==> config.mk <==
export PLATFORM = sky130hd
export DESIGN_NAME = atd_serial_tx
export DESIGN_NICKNAME = d
export VERILOG_FILES = /design/src/rtl/atd_pkg.sv /design/src/rtl/atd_sclk_gen.sv /design/src/rtl/atd_bit_counter.sv /design/src/rtl/atd_fsm.sv /design/src/rtl/atd_serial_tx.sv
export SDC_FILE = /design/constraint.sdc
export NUM_CORES = 1
export LEC_CHECK = 0
export BUFFER_PORTS_ARGS = -buffer_cell sky130_fd_sc_hd__buf_2
export CAP_MARGIN = 30
export CORE_MARGIN = 3
export CORE_UTILIZATION = 48
export DETAILED_ROUTE_END_ITERATION = 16
export GPL_TIMING_DRIVEN = 0
export PLACE_DENSITY = 0.81
export SLEW_MARGIN = 20
export SYNTH_ARGS = -nofsm -noshare
export SYNTH_HDL_FRONTEND = slang
export SYNTH_HIERARCHICAL = 1
export SYNTH_SLANG_ARGS = --single-unit
==> constraint.sdc <==
create_clock -name clk -period 1.8 [get_ports clk]
set_input_delay 0.09 -clock clk [delete_from_list [all_inputs] [get_ports clk]]
set_output_delay 0.09 -clock clk [all_outputs]
set_load 0.02 [all_outputs]
==> src/rtl/atd_pkg.sv <==
package atd_pkg;
  typedef enum logic [1:0] {
    ST_IDLE = 2'd0,
    ST_ADDR = 2'd1,
    ST_GAP  = 2'd2,
    ST_DATA = 2'd3
  } atd_state_e;
endpackage

==> src/rtl/atd_sclk_gen.sv <==
// Slot timer and serial clock: each slot lasts DIV system cycles,
// clock low in the first half and high in the second.
module atd_sclk_gen #(
  parameter int DIV = 4
) (
  input  logic clk,
  input  logic rst,
  input  logic run,
  input  logic drive,
  output logic sclk,
  output logic slot_end
);
  localparam int PW   = (DIV > 2) ? $clog2(DIV) : 1;
  localparam int HALF = DIV / 2;
  localparam int LAST = DIV - 1;

  logic [PW-1:0] ph;

  always_ff @(posedge clk) begin
    if (rst || !run) ph <= '0;
    else if (ph == PW'(LAST)) ph <= '0;
    else ph <= ph + 1'b1;
  end

  assign slot_end = run && (ph == PW'(LAST));
  assign sclk     = drive && (ph >= PW'(HALF));

  // falling serial edges line up with the start of a slot
  assert_fall_at_slot_start_R3: assert property (@(posedge clk) disable iff (rst)
    $fell(sclk) |-> (ph == '0));
endmodule

==> src/rtl/atd_bit_counter.sv <==
// Bit index inside a phase; wraps to zero on the last bit of the phase.
module atd_bit_counter #(
  parameter int MAXW = 8,
  parameter int IW   = (MAXW > 1) ? $clog2(MAXW) : 1
) (
  input  logic          clk,
  input  logic          rst,
  input  logic          clear,
  input  logic          step,
  input  logic [IW-1:0] limit,
  output logic [IW-1:0] idx,
  output logic          last_bit
);
  always_ff @(posedge clk) begin
    if (rst || clear) idx <= '0;
    else if (step) idx <= (idx == limit) ? '0 : idx + 1'b1;
  end

  assign last_bit = step && (idx == limit);

  assert_idx_in_range_R2: assert property (@(posedge clk) disable iff (rst)
    idx <= limit);
endmodule

==> src/rtl/atd_fsm.sv <==
module atd_fsm
  import atd_pkg::*;
(
  input  logic       clk,
  input  logic       rst,
  input  logic       req_fire,
  input  logic       slot_end,
  input  logic       phase_last,
  output atd_state_e state,
  output logic       done
);
  atd_state_e nxt;

  always_comb begin
    nxt = state;
    unique case (state)
      ST_IDLE: if (req_fire)   nxt = ST_ADDR;
      ST_ADDR: if (phase_last) nxt = ST_GAP;
      ST_GAP:  if (slot_end)   nxt = ST_DATA;
      ST_DATA: if (phase_last) nxt = ST_IDLE;
      default: nxt = ST_IDLE;
    endcase
  end

  always_ff @(posedge clk) begin
    if (rst) begin
      state <= ST_IDLE;
      done  <= 1'b0;
    end else begin
      state <= nxt;
      done  <= (state == ST_DATA) && phase_last;
    end
  end

  assert_gap_after_addr_R4: assert property (@(posedge clk) disable iff (rst)
    (state == ST_GAP) |-> ($past(state) == ST_ADDR || $past(state) == ST_GAP));
  assert_done_single_R10: assert property (@(posedge clk) disable iff (rst)
    done |=> !done);
  assert_done_after_data_R10: assert property (@(posedge clk) disable iff (rst)
    done |-> (state == ST_IDLE && $past(state) == ST_DATA));
endmodule

==> src/rtl/atd_serial_tx.sv <==
module atd_serial_tx
  import atd_pkg::*;
#(
  parameter int ADDR_W  = 8,
  parameter int DATA_W  = 8,
  parameter int CLK_DIV = 4
) (
  input  logic              clk,
  input  logic              rst,
  input  logic              req_valid,
  output logic              req_ready,
  input  logic [ADDR_W-1:0] req_addr,
  input  logic [DATA_W-1:0] req_data,
  output logic              busy,
  output logic              done,
  output logic              sclk,
  output logic              sdo
);
  localparam int MAXW = (ADDR_W > DATA_W) ? ADDR_W : DATA_W;
  localparam int IW   = (MAXW > 1) ? $clog2(MAXW) : 1;

  atd_state_e        state;
  logic [ADDR_W-1:0] addr_q;
  logic [DATA_W-1:0] data_q;
  logic [IW-1:0]     idx;
  logic [IW-1:0]     limit;
  logic              shifting, running, slot_end, last_bit, req_fire;

  assign req_ready = (state == ST_IDLE);
  assign busy      = !req_ready;
  assign req_fire  = req_valid && req_ready;
  assign running   = (state != ST_IDLE);
  assign shifting  = (state == ST_ADDR) || (state == ST_DATA);
  assign limit     = (state == ST_DATA) ? IW'(DATA_W - 1) : IW'(ADDR_W - 1);

  always_ff @(posedge clk) begin
    if (rst) begin
      addr_q <= '0;
      data_q <= '0;
    end else if (req_fire) begin
      addr_q <= req_addr;
      data_q <= req_data;
    end
  end

  atd_sclk_gen #(.DIV(CLK_DIV)) u_clkgen (
    .clk(clk), .rst(rst), .run(running), .drive(shifting),
    .sclk(sclk), .slot_end(slot_end)
  );

  atd_bit_counter #(.MAXW(MAXW), .IW(IW)) u_bitcnt (
    .clk(clk), .rst(rst), .clear(!shifting), .step(slot_end && shifting),
    .limit(limit), .idx(idx), .last_bit(last_bit)
  );

  atd_fsm u_fsm (
    .clk(clk), .rst(rst), .req_fire(req_fire), .slot_end(slot_end),
    .phase_last(last_bit), .state(state), .done(done)
  );

  always_comb begin
    unique case (state)
      ST_ADDR: sdo = addr_q[idx];
      ST_DATA: sdo = data_q[idx];
      default: sdo = 1'b0;
    endcase
  end

  assert_sclk_quiet_R3: assert property (@(posedge clk) disable iff (rst)
    (state == ST_IDLE || state == ST_GAP) |-> !sclk);
  assert_sdo_hold_high_R6: assert property (@(posedge clk) disable iff (rst)
    sclk |-> $stable(sdo));
  assert_capture_hold_R7: assert property (@(posedge clk) disable iff (rst)
    (busy && $past(busy)) |-> ($stable(addr_q) && $stable(data_q)));
  assert_accept_busy_R8: assert property (@(posedge clk) disable iff (rst)
    (req_valid && req_ready) |=> busy);
  assert_busy_ignore_R9: assert property (@(posedge clk) disable iff (rst)
    (busy && req_valid) |=> (state != ST_ADDR || $past(state) == ST_ADDR));
  assert_reset_quiet_R11: assert property (@(posedge clk)
    rst |=> (!busy && !sclk && !sdo && !done));
endmodule

; ---- After elaboration in Yosys (flattened, before gate mapping)
; Index checks and enable logic that the tools add are counted.
[classes]
addsub = 2
order_cmp = 2
n_eq_ne = 9
reduce_logical = 16
mux = 11
[op_table]
columns = op, n
row1 = 2-to-1 mux 2 bit, 4
row2 = case mux 2 bit (4 select lines), 1
row3 = binary-select mux 1 bit (select 3 bit), 2
row4 = "equality test 2 bit, second input constant", 3
row5 = logical AND 1 bit, 6
row6 = "inequality test 2 x 1 -> 1 bit, second input constant", 3
row7 = "< comparator 3 x 4 -> 1 bit, second input constant", 1
row8 = AND reduction 4 bit, 1
row9 = "adder 3 x 1 -> 3 bit, second input constant", 1
row10 = "equality test 3 bit, second input constant", 1
row11 = zero test 1 bit, 3
row12 = logical OR 1 bit, 3
row13 = 2-to-1 mux 3 bit, 1
row14 = "adder 2 x 1 -> 2 bit, second input constant", 1
row15 = "equality test 2 x 1 -> 1 bit, second input constant", 1
row16 = ">= comparator 2 bit, second input constant", 1
row17 = zero test 2 bit, 1
row18 = 2-to-1 mux 1 bit, 2
row19 = "inequality test 2 bit, second input constant", 1
row20 = case mux 1 bit (2 select lines), 1
row21 = nonzero test 2 bit, 1
row22 = OR reduction 2 bit, 1
[totals]
out_inout_bits = 5
reg_bits = 24

; ---- Depth between registers and ports, before layout
[depth]
ltp_word = 6
depth_mapped = 9
ltp_nobuf = 8

; ---- By module
; Netlist, hierarchy kept.
[by_module_without_submodules]
columns = mod, cells_each, instances, seq_area_each_um2, area_each_um2
row1 = atd_serial_tx, 93, 1, 320.3, 734.5
row2 = atd_fsm, 21, 1, 60.1, 212.7
row3 = atd_bit_counter, 26, 1, 60.1, 211.5
row4 = atd_sclk_gen, 9, 1, 40.0, 113.9

; ---- Worst setup path after synthesis
; No wires, ideal clock.
[synth_timing]
kind = register to register
startpoint = register u_fsm.state[0]
endpoint = register u_fsm.state[1]
stages_incl_launch_ff = 10
synth_period_minus_slack_ps = 2115
arrival_ps = 2046
path_buffers = 1
required_time_ps = 1731
slack_ps = -315
cell_sequence = dfxtp_1 -> nor2_2 -> inv_1 -> and2_2 -> and2_1 -> buf_2 -> and2_1 -> o21bai_4 -> a311o_1 -> o21ai_1
[synth_via]
word_cells_on_any_way = 16
[synth_lines]
columns = element, line_no
row1 = "start, declared", atd_fsm.sv:9  ; output atd_state_e state,
row2 = "start signal, assigned", atd_fsm.sv:30  ; state <= nxt;
row3 = zero test 2 bit *, atd_serial_tx.sv:29  ; assign req_ready = (state == ST_IDLE);
row4 = named net req_ready, atd_serial_tx.sv:11  ; output logic req_ready,
row5 = logical AND 1 bit, atd_serial_tx.sv:31  ; assign req_fire = req_valid && req_ready;
row6 = inequality test 2 x 1 -> 1 bit (no line), -
row7 = AND reduction 4 bit (no line), -
; The timed path passes the listed nets; every way through them passes the cells marked *.
; A chain may end at the register's enable or synchronous reset.

; ---- Worst setup path in the final report
[layout_timing]
startpoint = register u_bitcnt.idx[0]
endpoint = output sdo
[layout_via]
elab_chain_cells = 3
word_cells_on_any_way = 5
[layout_rtl]
columns = element, line_no
row1 = "start, declared", atd_bit_counter.sv:11  ; output logic [IW-1:0] idx,
row2 = "start signal, assigned", atd_bit_counter.sv:16  ; else if (step) idx <= (idx == limit) ? '0 : idx + 1'b1;
row3 = "binary-select mux 1 bit (select 3 bit), on equally long branches", "atd_serial_tx.sv:64, atd_serial_tx.sv:63"
row4 = "2-to-1 mux 1 bit, on equally long branches", "atd_serial_tx.sv:64, atd_serial_tx.sv:63"
row5 = case mux 1 bit (2 select lines) *, atd_serial_tx.sv:62  ; unique case (state)
row6 = "end, declared", atd_serial_tx.sv:17  ; output logic sdo
; Mark *: on every way between the ends. The rest lies on a longest branch, timed or not. The select of a mux whose other input is x is not followed.

==> flow_summary_export.csv <==
group,metric,value,unit
status,status,"complete, no violations",
min_path,hold_path.class,"in -> reg",
routing,vias_per_cell,5.45,
critical_path,r2r_setup_slack,0.07,ns
placement,io_buffers,23,
critical_path,reg2regPathDepth,9,
critical_path,cp.required,1.71,ns
finish,antenna_cells,0,
die,die_area,0.00330,mm2
logic_synthesis,ys_ff_latch,24,
placement,hpwl,2050,um
logic_synthesis,synth_cells,149,
logic_synthesis,ys_warn_count,6,
cts,cts_htree_levels,1,
logic_synthesis,syn_area,0.00127,mm2
global_route,overflow,0,
routing,remaining_drc_errors,0,
die,io_pins,24,
power,leakage,0.689,nW
die,rows,18,
sta,hold_viol,0,
global_route,grt_max_degree,15,
sta,timing.final.max_slew_violations,0,
sta,final.setup.tns,0,ns
finish,multi_input_area,759,um2
sta,fin_crit,1.78,ns
sta,timing.final.crit_share,0.991,
critical_path,worstReg2RegStart,"u_fsm/state[1]",
routing,drt_first_iter_violations,51,
die,fp.dieW,57.5,um
sta,fmax,0.561,GHz
global_route,grt_pass1_wl,4800,um
finish,area_growth_syn_to_layout,30.3,%
critical_path,critPathKind,"reg -> out",
min_path,hold_depth,3,
routing,num_vias,1220,
cts,cts_tree,"yes",
cts,clkSlewWorstSetupHoldPaths,0.13,ns
logic_synthesis,synthTopCellsByArea,"dfxtp_1 (38%), nand2_1 (11%), ha_1 (7.9%)",
run,maxCapViolations,0,
sta,setup_slack,0.0169,ns
critical_path,cp.arrival,1.69,ns
cts,cts_buffers,3,
logic_synthesis,synth.avg_cell_area,8.54,um2
placement,dp_worst_setup_slack,0.0503,ns
cts,root_buffer,"clkbuf_4",
die,die_height,57.5,um
finish,post_route_cells_drive_above_1_share,0.289,
logic_synthesis,yosysTopAreaCell,"dfxtp_1",
routing,wl_per_cell,14.2,um
critical_path,end_kind,"primary output",
routing,drt-total-wl,3180,um
die,start_util,0.509,
finish,layout.nets,222,
die,floorplan.core_area,0.00250,mm2
global_route,antenna_found_initial,0,
cts,clk_latency,0.31,ns
sta,hold_ws,0.00121,ns
routing,ant_nets,0,
logic_synthesis,synth_seq_area_share,0.378,
power,peakVddDrop,0.810,mV
sta,rsz0062_at_grt,"true",
finish,fillers,201,
logic_synthesis,synth_top_area_share,0.378,
finish,finish.utilization,0.663,
global_route,track_usage,0.187,
cts,clockBufferDepth,2,
min_path,hp-start,"req_addr[6]",
cts,cts.sinks,24,
critical_path,cp-start-kind,"register",
placement,gp_congestion,0.816,
critical_path,crit_fanout,4,
finish,regArea,494,um2
power,powerDensity,1070,mW/mm2
sta,fin_skew,0.00511,ns
global_route,grt_pass1_vias,1090,
routing,dr.pass1.iters,4,
min_path,hold_end,"addr_q[6]",
logic_synthesis,synth_cell_type_count,40,
critical_path,worstReg2RegEnd,"u_fsm/state[1]",
critical_path,crit_start,"u_bitcnt/idx[0]",
sta,setup_viol,0,
==> metrics by stage <==
step	instance area [um2]	std cells	total power [mW]
after floorplan	1310	153	1.22
after global placement	1460	206	1.34
after detailed placement	1460	206	1.40
after CTS	1570	216	1.75
after global routing	1660	224	1.90
final	1660	224	1.78
==> logic make-up (layout without fill, tap and decap cells) <==
logic type,Yosys count,in the layout,share of synthesized area
flops,24,24,0.378
buf+inv,14,55,0.0521
fa+ha+maj,8,8,0.0787
simple gates,66,66,0.262
compound gates,27,27,0.140
mux,6,6,0.0669
xor+xnor,3,3,0.0207
other cells,1,5,0.00295
==> registers in the layout (all words and copies together) (netlist names) <==
register,flops
u_bitcnt/idx,3
u_clkgen/ph,2
u_fsm/done,1
u_fsm/state,2
data_q,8
addr_q,8
==> area by class of cell <==
type | count | area share
buffer | 6 | 0.0211
clock buffer | 4 | 0.0287
inverter | 7 | 0.0174
multi-input combinational | 115 | 0.458
sequential | 24 | 0.298
tap | 30 | 0.0226
timing repair buffer | 38 | 0.154
==> what timing repair did <==
item                                   4_1_cts  5_1_grt
setup buffers                                2        3
endpoints found under the hold margin        4        6
setup endpoints to repair                    1        3
hold buffers                                 4        6
pin swaps                                    2        5
resized for setup                            4        7
==> worst max-delay path, cell delays in order, from the launching register on <==
cell      delay (ns)
dfxtp_4         0.41
mux4_2          0.49
o211ai_1        0.20
o22ai_1         0.11
buf_4           0.17
==> placed cells by master, fill, tap and decap left out, drive strengths merged <==
| master | n |
|---|---|
| nand3b | 3 |
| dfxtp | 24 |
| nand2 | 38 |
| clkbuf | 6 |
| o32ai | 1 |
| and2 | 3 |
| o21bai | 1 |
| or2b | 1 |
| inv | 7 |
| nor4b | 2 |
| a311o | 1 |
| nor2 | 3 |
| a211oi | 1 |
| o21a | 1 |
| nand3 | 5 |
| conb | 5 |
| xor2 | 3 |
| nand2b | 4 |
| o22ai | 2 |
| nor4 | 1 |
| nor2b | 1 |
| a21o | 1 |
| o211ai | 2 |
| nor4bb | 1 |
| mux2i | 4 |
| o21ai | 1 |
| a21oi | 16 |
| or2 | 1 |
| ha | 8 |
| mux4 | 2 |
| nor3 | 3 |
| buf | 32 |
| dlygate4sd3 | 10 |
==> how the worst max path moves through the flow <==
stage	to	cells after the start
floorplan	u_fsm/state[0]	9
CTS	sdo	5
global placement	u_fsm/state[0]	9
global route	sdo	4
finish	sdo	4
detailed placement	u_fsm/state[0]	6
==> metal layers <==
metal | part of all wire | track usage
met5 | 0 | 0
met4 | 0.026 | 0.0629
met3 | 0.035 | 0.0249
met2 | 0.56 | 0.356
met1 | 0.38 | 0.208
==> cell usage after synthesis, drive strengths merged <==
cell,instances
a211oi,1
a21o,1
a21oi,16
a311o,1
and2,3
buf,5
clkbuf,2
conb,1
dfxtp,24
ha,8
inv,7
mux2i,4
mux4,2
nand2,38
nand2b,4
nand3,5
nand3b,3
nor2,3
nor2b,1
nor3,3
nor4,1
nor4b,2
nor4bb,1
o211ai,2
o21a,1
o21ai,1
o21bai,1
o22ai,2
o32ai,1
or2,1
or2b,1
xor2,3
==> report_power, final <==
group | switching, mW | internal [mW] | total [mW]
sequential | 0.0902 | 0.640 | 0.730
clock | 0.161 | 0.170 | 0.331
combinational | 0.420 | 0.298 | 0.718
Power figures use the tool's default switching activity.
